<file path="src/rtl/mdio_mgmt_pkg.sv">
package mdio_mgmt_pkg;
  localparam int DIV_W  = 3;
  localparam int PHY_W  = 5;
  localparam int RNUM_W = 5;
  localparam int DATA_W = 16;
  localparam int PRE_W  = 32;
  localparam int FRAME_W = PRE_W + 2 + 2 + PHY_W + RNUM_W + 2 + DATA_W;
  localparam int BUS_W  = 32;
  localparam int SEL_W  = 3;

  localparam logic [SEL_W-1:0] SEL_CFG  = 3'd0;
  localparam logic [SEL_W-1:0] SEL_CMD  = 3'd1;
  localparam logic [SEL_W-1:0] SEL_ADDR = 3'd2;
  localparam logic [SEL_W-1:0] SEL_DATA = 3'd3;
  localparam logic [SEL_W-1:0] SEL_STAT = 3'd4;
  localparam logic [SEL_W-1:0] SEL_IND  = 3'd5;

  typedef struct packed {
    logic              start;
    logic              isRead;
    logic              abort;
    logic [DIV_W-1:0]  div;
    logic [PHY_W-1:0]  phyAddr;
    logic [RNUM_W-1:0] regNum;
    logic [DATA_W-1:0] wrData;
  } mdioStrobes_t;
endpackage

</file>
<file path="src/rtl/mdio_mgmt_ctrl.sv">
module mdio_mgmt_ctrl
  import mdio_mgmt_pkg::*;
(
  input  logic              clk,
  input  logic              rstN,
  input  logic              busWrite,
  input  logic [SEL_W-1:0]  busAddr,
  input  logic [BUS_W-1:0]  busWdata,
  output logic [BUS_W-1:0]  busRdata,
  output mdioStrobes_t      strb,
  input  logic              dpBusy,
  input  logic              rdDone,
  input  logic [DATA_W-1:0] rdData
);
  localparam logic [DIV_W-1:0] DIV_RESET = '1;
  localparam int SOFT_RST_BIT = BUS_W - 1;
  localparam int PHY_LSB = 8;

  logic [DIV_W-1:0]  divReg;
  logic              cmdBit;
  logic [PHY_W-1:0]  phyReg;
  logic [RNUM_W-1:0] regNumReg;
  logic [DATA_W-1:0] dataReg;
  logic [DATA_W-1:0] statReg;
  logic              notValid;

  logic wrCfg, wrCmd, wrAddr, wrData, softRst, startWr, startRd;

  always_comb begin
    wrCfg   = busWrite && (busAddr == SEL_CFG);
    wrCmd   = busWrite && (busAddr == SEL_CMD);
    wrAddr  = busWrite && (busAddr == SEL_ADDR);
    wrData  = busWrite && (busAddr == SEL_DATA);
    softRst = wrCfg && busWdata[SOFT_RST_BIT];
    startWr = wrData && !dpBusy;
    startRd = wrCmd && busWdata[0] && !cmdBit && !dpBusy;
  end

  always_comb begin
    strb.start   = startWr || startRd;
    strb.isRead  = startRd;
    strb.abort   = softRst;
    strb.div     = divReg;
    strb.phyAddr = phyReg;
    strb.regNum  = regNumReg;
    strb.wrData  = busWdata[DATA_W-1:0];
  end

  always_ff @(posedge clk or negedge rstN) begin
    if (!rstN) begin
      divReg    <= DIV_RESET;
      cmdBit    <= 1'b0;
      phyReg    <= '0;
      regNumReg <= '0;
      dataReg   <= '0;
      statReg   <= '0;
      notValid  <= 1'b0;
    end else begin
      if (wrCfg)   divReg <= busWdata[DIV_W-1:0];
      if (wrCmd)   cmdBit <= busWdata[0];
      if (wrAddr) begin
        phyReg    <= busWdata[PHY_LSB +: PHY_W];
        regNumReg <= busWdata[RNUM_W-1:0];
      end
      if (startWr) dataReg <= busWdata[DATA_W-1:0];
      if (rdDone)  statReg <= rdData;
      if (softRst)      notValid <= 1'b0;
      else if (startRd) notValid <= 1'b1;
      else if (rdDone)  notValid <= 1'b0;
    end
  end

  always_comb begin
    busRdata = '0;
    case (busAddr)
      SEL_CFG:  busRdata[DIV_W-1:0] = divReg;
      SEL_CMD:  busRdata[0] = cmdBit;
      SEL_ADDR: begin
        busRdata[PHY_LSB +: PHY_W] = phyReg;
        busRdata[RNUM_W-1:0]       = regNumReg;
      end
      SEL_DATA: busRdata[DATA_W-1:0] = dataReg;
      SEL_STAT: busRdata[DATA_W-1:0] = statReg;
      SEL_IND: begin
        busRdata[0] = dpBusy;
        busRdata[2] = notValid;
      end
      default:  busRdata = '0;
    endcase
  end

  a_r5_notvalid_on_read: assert property (@(posedge clk) disable iff (!rstN)
    startRd |=> notValid);
  a_r6_capture_clears: assert property (@(posedge clk) disable iff (!rstN)
    (rdDone && !softRst) |=> (!notValid && statReg == $past(rdData)));
  a_r11_data_kept_busy: assert property (@(posedge clk) disable iff (!rstN)
    (wrData && dpBusy) |=> $stable(dataReg));
  a_r7_soft_clears_nv: assert property (@(posedge clk) disable iff (!rstN)
    softRst |=> !notValid);
endmodule

</file>
<file path="src/rtl/mdio_mgmt_dp.sv">
module mdio_mgmt_dp
  import mdio_mgmt_pkg::*;
(
  input  logic              clk,
  input  logic              rstN,
  input  mdioStrobes_t      strb,
  input  logic              mdioIn,
  output logic              mdc,
  output logic              mdioOut,
  output logic              mdioOe,
  output logic              busy,
  output logic              rdDone,
  output logic [DATA_W-1:0] rdData
);
  localparam int CNT_W    = (1 << DIV_W) + 2;
  localparam int BIT_W    = $clog2(FRAME_W);
  localparam int DATA_POS = FRAME_W - DATA_W;
  localparam int TA_POS   = DATA_POS - 2;
  localparam int SH_W     = DIV_W + 1;

  logic [CNT_W-1:0]   cnt;
  logic [CNT_W-1:0]   lowMask, fullMask;
  logic [FRAME_W-1:0] txShift, frame;
  logic [BIT_W-1:0]   bitIdx;
  logic [DIV_W-1:0]   divQ;
  logic [DATA_W-1:0]  rxShift;
  logic               busyQ, readQ;
  logic               riseTick, fallTick, lastBit;

  always_comb begin
    lowMask  = (CNT_W'(1) << (SH_W'(divQ) + SH_W'(1))) - CNT_W'(1);
    fullMask = (CNT_W'(1) << (SH_W'(divQ) + SH_W'(2))) - CNT_W'(1);
    riseTick = busyQ && (cnt == lowMask);
    fallTick = busyQ && (cnt == fullMask);
    lastBit  = (bitIdx == BIT_W'(FRAME_W - 1));
    frame = {{PRE_W{1'b1}}, 2'b01, (strb.isRead ? 2'b10 : 2'b01),
             strb.phyAddr, strb.regNum, 2'b10,
             (strb.isRead ? {DATA_W{1'b1}} : strb.wrData)};
  end

  always_ff @(posedge clk or negedge rstN) begin
    if (!rstN) begin
      busyQ   <= 1'b0;
      readQ   <= 1'b0;
      divQ    <= '0;
      cnt     <= '0;
      bitIdx  <= '0;
      txShift <= '1;
      rxShift <= '0;
      rdDone  <= 1'b0;
    end else begin
      rdDone <= 1'b0;
      if (strb.abort) begin
        busyQ <= 1'b0;
        cnt   <= '0;
      end else if (strb.start && !busyQ) begin
        busyQ   <= 1'b1;
        readQ   <= strb.isRead;
        divQ    <= strb.div;
        cnt     <= '0;
        bitIdx  <= '0;
        txShift <= frame;
      end else if (busyQ) begin
        if (fallTick) begin
          cnt <= '0;
          if (lastBit) begin
            busyQ  <= 1'b0;
            rdDone <= readQ;
          end else begin
            bitIdx  <= bitIdx + BIT_W'(1);
            txShift <= {txShift[FRAME_W-2:0], 1'b1};
          end
        end else begin
          cnt <= cnt + CNT_W'(1);
        end
        if (riseTick && readQ && (bitIdx >= BIT_W'(DATA_POS)))
          rxShift <= {rxShift[DATA_W-2:0], mdioIn};
      end
    end
  end

  always_comb begin
    mdc     = busyQ && (cnt > lowMask);
    mdioOut = txShift[FRAME_W-1];
    mdioOe  = busyQ && !(readQ && (bitIdx >= BIT_W'(TA_POS)));
    busy    = busyQ;
    rdData  = rxShift;
  end

  a_r4_start_sets_busy: assert property (@(posedge clk) disable iff (!rstN)
    (strb.start && !busyQ && !strb.abort) |=> busyQ);
  a_r7_abort_idles: assert property (@(posedge clk) disable iff (!rstN)
    strb.abort |=> (!busyQ && !mdioOe && !mdc));
  a_r9_released_before_done: assert property (@(posedge clk) disable iff (!rstN)
    rdDone |-> !$past(mdioOe));
  a_r10_change_on_fall: assert property (@(posedge clk) disable iff (!rstN)
    (busyQ && $past(busyQ) && !$past(fallTick)) |-> $stable(mdioOut));
  a_r8_mdc_low_at_start: assert property (@(posedge clk) disable iff (!rstN)
    $rose(busyQ) |-> !mdc);
endmodule

</file>
<file path="src/rtl/mdio_mgmt_master.sv">
module mdio_mgmt_master
  import mdio_mgmt_pkg::*;
(
  input  logic             clk,
  input  logic             rstN,
  input  logic             busWrite,
  input  logic [SEL_W-1:0] busAddr,
  input  logic [BUS_W-1:0] busWdata,
  output logic [BUS_W-1:0] busRdata,
  output logic             mdc,
  output logic             mdioOut,
  output logic             mdioOe,
  input  logic             mdioIn
);
  mdioStrobes_t      strb;
  logic              dpBusy, rdDone;
  logic [DATA_W-1:0] rdData;

  mdio_mgmt_ctrl uCtrl (
    .clk(clk), .rstN(rstN), .busWrite(busWrite), .busAddr(busAddr),
    .busWdata(busWdata), .busRdata(busRdata), .strb(strb),
    .dpBusy(dpBusy), .rdDone(rdDone), .rdData(rdData)
  );

  mdio_mgmt_dp uDp (
    .clk(clk), .rstN(rstN), .strb(strb), .mdioIn(mdioIn),
    .mdc(mdc), .mdioOut(mdioOut), .mdioOe(mdioOe),
    .busy(dpBusy), .rdDone(rdDone), .rdData(rdData)
  );
endmodule

</file>
<file path="config.mk">
export PLATFORM = sky130hd
export DESIGN_NAME = mdio_mgmt_master
export DESIGN_NICKNAME = d
export VERILOG_FILES = /design/src/rtl/mdio_mgmt_pkg.sv /design/src/rtl/mdio_mgmt_ctrl.sv /design/src/rtl/mdio_mgmt_dp.sv /design/src/rtl/mdio_mgmt_master.sv
export SDC_FILE = /design/constraint.sdc
export NUM_CORES = 1
export LEC_CHECK = 0
export ABC_CLOCK_PERIOD_IN_PS = 3300
export BUFFER_PORTS_ARGS = -buffer_cell sky130_fd_sc_hd__buf_2
export CAP_MARGIN = 20
export CORE_UTILIZATION = 35
export DETAILED_ROUTE_END_ITERATION = 12
export SYNTH_ARGS = -nofsm -noshare
export SYNTH_HDL_FRONTEND = slang
export SYNTH_SLANG_ARGS = --single-unit
</file>
<file path="constraint.sdc">
create_clock -name clk -period 3.3 [get_ports clk]
set_input_delay 0.165 -clock clk [delete_from_list [all_inputs] [get_ports clk]]
set_output_delay 0.165 -clock clk [all_outputs]
set_load 0.02 [all_outputs]
</file>
* Word-level counts from Yosys, hierarchy flattened
Cells that the tools add are included.
Operators by class: shifts and indexed selects 2, muxes and demuxes 34, $lt $le $gt $ge 3, equality and inequality tests 9, reductions and logical operators 29, add/subtract/negate cells 6, bitwise operators 2
Operators by type and width (number):
- $mux 64 | 4
- $mux 10 | 4
- $mux 6 | 4
- $eq 10x10->1 | 2
- $shl 1x4->10 const A | 2
- $sub 10x2->10 const B | 2
- $logic_and 1x1->1 | 17
- $mux 16 | 1
- $pmux 5 s3 | 1
- $mux 1 | 13
- $ge 6x6->1 const B | 2
- $pmux 3 s2 | 2
- $add 10x1->10 const B | 1
- $gt 10x10->1 | 1
- $reduce_and 4->1 | 2
- $add 6x1->6 const B | 1
- $eq 3x2->1 const B | 2
- $eq 3x3->1 const B | 2
- $eq 6x6->1 const B | 1
- $pmux 1 s6 | 1
- $pmux 2 s3 | 1
- $reduce_bool 3->1 | 2
- $pmux 1 s5 | 1
- $add 3x1->4 const B | 1
- 11 further kinds | 15
Storage, ports and cells: input port bits 39, register bits after elaboration 149

* Depth between registers and ports, before layout
Gate-level depths: netlist of run 1.
depth in word-level cells 9, depth in mapped cells 15, mapped depth without buffers 12

* Modules after synthesis
Synthesis of run 1 repeated with hierarchy kept, for this count alone.
Unflattened totals: cell total of the unflattened synthesis 812, area, all modules 8308.0 sq um
Modules (own cells, without submodules):
- mdio_mgmt_dp | sequential area each 2632.5 sq um, cells each 606, area an instance 5803.1 sq um, instances 1
- mdio_mgmt_ctrl | sequential area each 1179.9 sq um, cells each 206, area an instance 2504.9 sq um, instances 1

* Worst setup path after synthesis of run 1
OpenSTA, ideal clock, no wires.
kind reg-to-reg, start reg uDp.divQ[2], end reg uDp.txShift[10], library setup time 82 ps, slack -66 ps, path buffers 3, cell stages (with the launch flop) 14, arrival time 3284 ps, cells stage by stage dfrtp_1 > clkbuf_1 > inv_1 > ha_1 > or3_1 > ha_1 > xor2_1 > nand4_1 > a211oi_2 > a41oi_2 > or2_4 > buf_6 > buf_6 > mux2_4
Between the ends: cells in the longest elaborated chain, start to end 7
Ends and longest elaborated chain:
- start, declared | RTL line mdio_mgmt_dp.sv:25 | logic [DIV_W-1:0] divQ;
- start signal, assigned | RTL line mdio_mgmt_dp.sv:59 | divQ <= strb.div;
- $add 3x2->4 | RTL line mdio_mgmt_dp.sv:32 | fullMask = (CNT_W'(1) << (SH_W'(divQ) + SH_W'(2))) - CNT_W'(1);
- $shl 1x4->10 | RTL line mdio_mgmt_dp.sv:32
- $sub 10x2->10 | RTL line mdio_mgmt_dp.sv:32
- $eq 10x10->1 | RTL line mdio_mgmt_dp.sv:34 | fallTick = busyQ && (cnt == fullMask);
- $logic_and 1x1->1 | RTL line mdio_mgmt_dp.sv:34
- $reduce_bool 2->1 (no line)
- $reduce_and 4->1 (no line)
- end signal, assigned | RTL line mdio_mgmt_dp.sv:62 | txShift <= frame;
- end signal, assigned | RTL line mdio_mgmt_dp.sv:71 | txShift <= {txShift[FRAME_W-2:0], 1'b1};
- end, declared | RTL line mdio_mgmt_dp.sv:23 | logic [FRAME_W-1:0] txShift, frame;
Every way passes these cells. A chain may end at the register's enable or synchronous reset.

* Worst setup path in the final report of run 1
start reg uDp.divQ[1], end reg uDp.rxShift[4], in the netlist uDp.rdData[4]
Between the ends: cells in the longest elaborated chain, start to end 8
Ends and longest elaborated chain:
- $add 3x1->4 | RTL line mdio_mgmt_dp.sv:31 | lowMask = (CNT_W'(1) << (SH_W'(divQ) + SH_W'(1))) - CNT_W'(1);
- $shl 1x4->10 | RTL line mdio_mgmt_dp.sv:31
- $sub 10x2->10 | RTL line mdio_mgmt_dp.sv:31
- $eq 10x10->1 | RTL line mdio_mgmt_dp.sv:33 | riseTick = busyQ && (cnt == lowMask);
- $logic_and 1x1->1 | RTL line mdio_mgmt_dp.sv:33
- $logic_and 1x1->1 (2 in a row) | RTL line mdio_mgmt_dp.sv:76 | if (riseTick && readQ && (bitIdx >= BIT_W'(DATA_POS)))
- $reduce_and 4->1 (no line)
- end signal, assigned | RTL line mdio_mgmt_dp.sv:77 | rxShift <= {rxShift[DATA_W-2:0], mdioIn};
- end, declared | RTL line mdio_mgmt_dp.sv:26 | logic [DATA_W-1:0] rxShift;
Every way passes these cells.

==> run summary, run 1 <==
Placeable Area = 21200 um2
largest net degree at the start of global routing = 69
Hold Path Class = input port to flip-flop
Layout Skew = 7.67 ps
Area Overhead vs Synth = 18.6%
post-route DRC violation count = 0
DRT Pass-1 Iters = 5
Slew Viols, Final = 0
Hold Slack = 25.3 ps
DIE WIDTH = 149 um
post-synth cell types = 58
first-pass GRT wire length = 28.9 mm
initial drt markers = 387
GRT Resource Usage Total = 16.5%
share of cells above drive strength 1 = 31.8%
CP max FO = 16
final setup TNS = 0 ps
Setup Slack @ Placement = 2.44 ps
global route total overflow = 0
Sink Count = 149
crit path capture = uDp.rdData[4]$_DFFE_PN0P_
initial antenna violation count = 0
cts bufs inserted = 17
Main synth FF type = dfrtp_1
per-cell routed wire length = 15.8 um
Rows = 53
post-DP HPWL = 11.3 mm
Max VDD drop = 0.000438 V
Pwr Density = 765 nW/um2
H-Tree Level Count = 4
vias = 5605
Mapped Area = 7610 um2
PortBufs = 42
status = finished, final reports clean
clock-pin slew of the registers on the worst-case setup and hold paths = 60 ps
vias in the first global route = 5624
Die H = 149 um
Ys Warns = 0
Syn Inst Count = 742
Die Area = 22300 um2
leading area contributor after synthesis = dfrtp_1
Startpoint Class = flip-flop
Worst R2R Setup Slack = 130 ps
Critical Path Source = uDp.divQ[1]$_DFFE_PN0P_
FFs w/ async S/R, synth = 100%
I/O pin total = 74
ANT nets after route = 0
Pleak = 4.09 nW
final hold violations = 0
total wire length = 17.3 mm
Final WS setup = 130 ps
RSZ-0062 raised after global routing = no
crit share post-route = 96.0%
reg2reg path depth = 12
Syn Area/Cell = 10.3 um2
Final setup viols = 0
Via density = 5.13
register area share after synthesis = 50.1%
nets = 865
EDFF count, synth = 0
number of synthesized register bits = 149
max_slew headroom = 51.8%
initial core utilization = 36.0%
Arrival @ worst endpoint = 3480 ps
kind of critical path = flip-flop to flip-flop
CTS tree = done
FMAX = 0.316 GHz
Data required, critical path = 3610 ps
Clock Tree Buf Depth = 2
worst-margin pin slew = 724 ps
share of the synthesized area in the top cell type = 27.0%
synth top area cells = dfrtp_1, dfstp_2, mux2_2, o21ai_0, nand2_1
reg2reg end = uDp.rdData[4]$_DFFE_PN0P_
gpl congestion = 0.824
Worst R2R Start = uDp.divQ[1]$_DFFE_PN0P_
Critical Path Sink Type = flip-flop
antenna diode count = 0
clock latency on the worst-skew pair = 430 ps
Core Util, Final = 42.6%
crit path time final = 3170 ps
max cap viols = 0
Root Buffer = clkbuf_16
cell usage after synthesis (6+ instances only):
cell type  number
mux2i_1        21
buf_4          17
a21oi_1        11
dfstp_2        67
a22o_1          6
and3_1         10
nand3_1        24
a21o_1          6
nand2_1        92
inv_1          12
ha_1           22
o21ai_0       107
clkbuf_1       30
o21ai_1         9
nand4_1         9
a31oi_1        16
buf_2           8
mux2_4         10
nand3b_1        7
nor2_1         53
xnor2_1         7
mux2_2         52
dfrtp_1        82
final cells by class:
class / instances / area [um2]
Clock buffer: 19 / 443
Clock inverter: 13 / 173
Fill cell: 2019 / 12100
Inverter: 13 / 48.8
Multi-Input combinational cell: 530 / 3520
Sequential cell: 149 / 3810
Tap cell: 275 / 344
Timing Repair Buffer: 93 / 679
sequential cells by signal (all words and copies together) (netlist names):
name             count
uCtrl.divReg         3
uDp.busy             1
uDp.readQ            1
uDp.bitIdx           6
uDp.cnt             10
uDp.rdDone           1
uDp.txShift         64
uCtrl.phyReg         5
uCtrl.regNumReg      5
uCtrl.dataReg       16
uDp.divQ             3
uCtrl.cmdBit         1
uCtrl.notValid       1
uDp.rdData          16
uCtrl.statReg       16
worst max-delay path: stages, from the launching register on:
cell	delay [ps]
dfrtp_2	430
buf_4	150
ha_1	180
nor2_1	140
o21ai_2	80
a211o_1	300
ha_1	290
nand4_1	130
nor2_2	150
nand3_1	160
or4_4	560
buf_6	190
mux2_2	280
metal layers:
metal	track usage, %	wire (um)	vias to the layer above
met5	0	0	-
met4	5.56	206	0
met3	3.57	751	15
met2	26.2	8180	106
met1	22.1	8130	2783
li1	-	-	2701
cells in the final DEF (no fill, tap or decap), types with 7 or more instances in the layout:
master	n
nand2_1	92
dfrtp_1	81
inv_1	10
xnor2_1	7
clkbuf_16	17
mux2_4	10
and3_1	10
nand4_1	9
dlygate4sd3_1	17
buf_2	41
nand3_1	24
dfstp_2	67
buf_4	28
o21ai_0	102
nor2_1	52
o21ai_1	13
nand3b_1	7
a21oi_1	11
mux2i_1	21
ha_1	19
conb_1	16
mux2_2	52
a31oi_1	16
through the flow:
stage | area, um2 | total power [mW] | std cells
after floorplan | 7660 | 4.25 | 757
after global placement | 8140 | 4.76 | 1038
after detailed placement | 8140 | 4.82 | 1038
after CTS | 8920 | 6.87 | 1087
after global routing | 9020 | 7.36 | 1092
final | 9020 | 6.90 | 1092
power by group:
group          total [mW]  internal, mW  switching (mW)
clock network        2.01          1.22           0.787
logic                2.00         0.941            1.06
registers            2.90          2.54           0.352
total                6.90          4.71            2.20
how the worst min path moves through the flow:
stage,end,depth (start not counted),from,slack (ps)
after global placement,uCtrl.phyReg[0]$_DFFE_PN0P_,1,rstN,170
after CTS,uCtrl.dataReg[0]$_DFFE_PN0P_,3,busWdata[0],7
after floorplan,uCtrl.cmdBit$_DFFE_PN0P_,0,rstN,-130
final,uCtrl.dataReg[0]$_DFFE_PN0P_,3,busWdata[0],30
after global routing,uCtrl.dataReg[0]$_DFFE_PN0P_,3,busWdata[0],40
after detailed placement,uCtrl.phyReg[0]$_DFFE_PN0P_,1,rstN,170
logic make-up (layout without fill, tap and decap cells):
family	count (synthesis)	after routing	share of synthesized area, %
AO/OA/AOI/OAI	175	175	13.2
XOR/XNOR	13	13	1.69
adder cells (fa/ha/maj)	22	22	3.62
buffers and inverters	78	138	5.23
flip-flops	149	149	50.1
multiplexers	83	83	12.4
other	1	16	0.0493
AND/OR/NAND/NOR	221	221	13.6
timing repair:
item | CTS | global route
setup endpoints to repair | 2 | 75
hold buffers | 17 | 0
resized for setup | 1 | 20
setup buffers | 0 | 5
hold endpoints to repair | 44 | 0
pin swaps | 1 | 5
Note: power is estimated with default switching activity, not from simulation.
==> inputs of run 2 (changes only) <==
--- a/config.mk
+++ b/config.mk
@@ -8,8 +8,10 @@
 export ABC_CLOCK_PERIOD_IN_PS = 3300
 export BUFFER_PORTS_ARGS = -buffer_cell sky130_fd_sc_hd__buf_2
 export CAP_MARGIN = 20
+export CORE_ASPECT_RATIO = 0.5
 export CORE_UTILIZATION = 35
 export DETAILED_ROUTE_END_ITERATION = 12
+export SLEW_MARGIN = 20
 export SYNTH_ARGS = -nofsm -noshare
 export SYNTH_HDL_FRONTEND = slang
 export SYNTH_SLANG_ARGS = --single-unit
==> run 2 against run 1 <==
  * Utilization about the same
  * The run now ends with negative hold slack left
  * Clock power rose by 8%
  * Sequential share of layout area is 0.41 points higher
  * Largest power group unchanged
  * Via count is 0.73% lower
  * Critical endpoint is now uDp.txShift[14]$_DFFE_PN1P_
  * Clock skew rose by 3.2 ps
==> run summary, run 2 (synthesis gave the netlist of run 1 again) <==
Via density = 5.09
first-pass GRT wire length = 28.3 mm
final hold violations = 1
crit path time final = 3170 ps
worst-path cell chain = inv_1 > ha_1 > or3_1 > ha_1 > xor2_1 > nand4_1 > a211oi_2 > a41oi_4 > or2_4 > buf_16 > mux2_4
Largest Register = uDp.txShift
Sink Count = 149
Data required, critical path = 3640 ps
clock latency on the worst-skew pair = 410 ps
cts bufs inserted = 17
nets = 850
Crit-path slowest cell = dfrtp_1
max_slew headroom = 47.0%
vias in the first global route = 5573
initial core utilization = 36.4%
global route total overflow = 0
DRT Pass-1 Iters = 6
Critical Path Source = uDp.divQ[2]$_DFFE_PN0P_
vias = 5564
met3 WL = 571 um
number of flip-flops under the largest register name = 64
initial drt markers = 320
max cap viols = 0
Slew Viols, Final = 0
Placed Cells incl. Taps = 1050
most frequent cells in the layout = o21ai_0, nand2_1, dfrtp_1, dfstp_2
PortBufs = 42
Worst R2R Start = uDp.divQ[2]$_DFFE_PN0P_
CTS tree = done
FMAX = 0.315 GHz
Met2 Routed Length = 7.94 mm
area of the multi-input gates = 3480 um2
post-DP HPWL = 10.9 mm
commonest non-fill, non-tap cell in the layout = o21ai_0
Area Overhead vs Synth = 17.4%
antenna diode count = 0
gpl congestion = 0.802
Top cell by count, worst path = ha_1
Rows = 37
largest net degree at the start of global routing = 75
worst min-delay path startpoint = busWdata[14]
Layout Skew = 10.8 ps
Arrival @ worst endpoint = 3510 ps
Clock Tree Buf Depth = 2
CP peak stage delay = 390 ps
I/O pin total = 74
Area after DPL = 8120 um2
register area = 3810 um2
CP max FO = 33
Placeable Area = 20900 um2
crit share post-route = 96.1%
Total Power = 6.98 mW
Pleak = 4.05 nW
Root Buffer = clkbuf_16
Post-Layout Cell Count = 1094
clock-pin slew of the registers on the worst-case setup and hold paths = 60 ps
ANT nets after route = 0
design area = 8930 um2
Die Area = 22400 um2
worst-margin pin slew = 796 ps
Critical Path Sink Type = flip-flop
GRT Resource Usage Total = 15.9%
Hold Slack = -1.59 ps
DR top layer = met4
failing checks = negative hold slack
total wire length = 17.0 mm
Startpoint Class = flip-flop
Max VDD drop = 0.000414 V
Hold Path Class = input port to flip-flop
Final setup viols = 0
status = complete, but fails checks
DIE WIDTH = 210 um
share of cells above drive strength 1 = 30.0%
Core Util, Final = 42.7%
Die H = 106 um
H-Tree Level Count = 4
Fillers = 2037
initial antenna violation count = 0
Pwr Density = 781 nW/um2
kind of critical path = flip-flop to flip-flop
met1 wire length = 8.37 mm
post-route DRC violation count = 0
final setup TNS = 0 ps
per-cell routed wire length = 15.6 um
run 2: changes by cell type in the layout (fill, tap and decap cells not counted), sizes merged:
| cell | delta |
|---|---|
| dlygate4sd3 | -7 |
| clkinv | -1 |
| bufinv | +3 |
| buf | -8 |
| inv | -2 |
run 2: routing by layer:
metal	GRT usage, %	up-vias
li1	-	2677
met1	22.0	2765
met2	25.6	110
met3	2.81	12
met4	4.45	0
met5	0	-
run 2: stage by stage:
| step | setup WS [ps] | hold WS [ps] |
|---|---|---|
| after floorplan | 31.5 | -131 |
| after CTS | 21.6 | 1.67 |
| after global placement | 83.6 | 230 |
| after global routing | -25.6 | 12.5 |
| after detailed placement | 42.8 | 234 |
| final | 129 | -1.59 |
run 2: timing repair:
action	CTS	global route
buffers inserted	0	1
endpoints found under the setup margin	0	35
gates resized for setup	0	7
hold endpoints to repair	53	0
hold buffers	10	0
run 2: layout make-up:
class,instances,share of cell area [%]
clock buffers,19,4.85
clock inverters,13,2.55
inverters,13,0.546
multi-input cells,530,39.0
flip-flops and latches,149,42.7
well taps,292,4.09
repair buffers,78,6.33
run 2: path summary, 6_finish.rpt:
kind                                                  to  slack [ps]  cells past startpoint
setup reg to reg             uDp.txShift[14]$_DFFE_PN1P_         130                     11
setup / recovery             uDp.txShift[14]$_DFFE_PN1P_         130                     11
min in group asynchronous   uCtrl.statReg[3]$_DFFE_PN0P_         330                      2
hold reg to reg             uCtrl.dataReg[8]$_DFFE_PN0P_         470                      2
max in group asynchronous    uDp.txShift[17]$_DFFE_PN1P_        2110                      3
hold / removal             uCtrl.dataReg[14]$_DFFE_PN0P_          -2                      3
run 2: where the power goes:
group / total [mW] / internal, mW / switching [mW]
sequential: 2.89 / 2.54 / 0.348
combinational: 1.91 / 0.878 / 1.03
clock: 2.17 / 1.42 / 0.756
total: 6.98 / 4.84 / 2.14
run 2: critical path: cells and delay by family (launching register included):
kind	cells	cell delay [ps]
and+or+nand+nor	3	830
adders and majority gates	2	590
AOI/OAI and AO/OA	2	420
DFF	1	390
buffers and inverters	2	380
muxes	1	320
xor gates and xnor gates	1	140
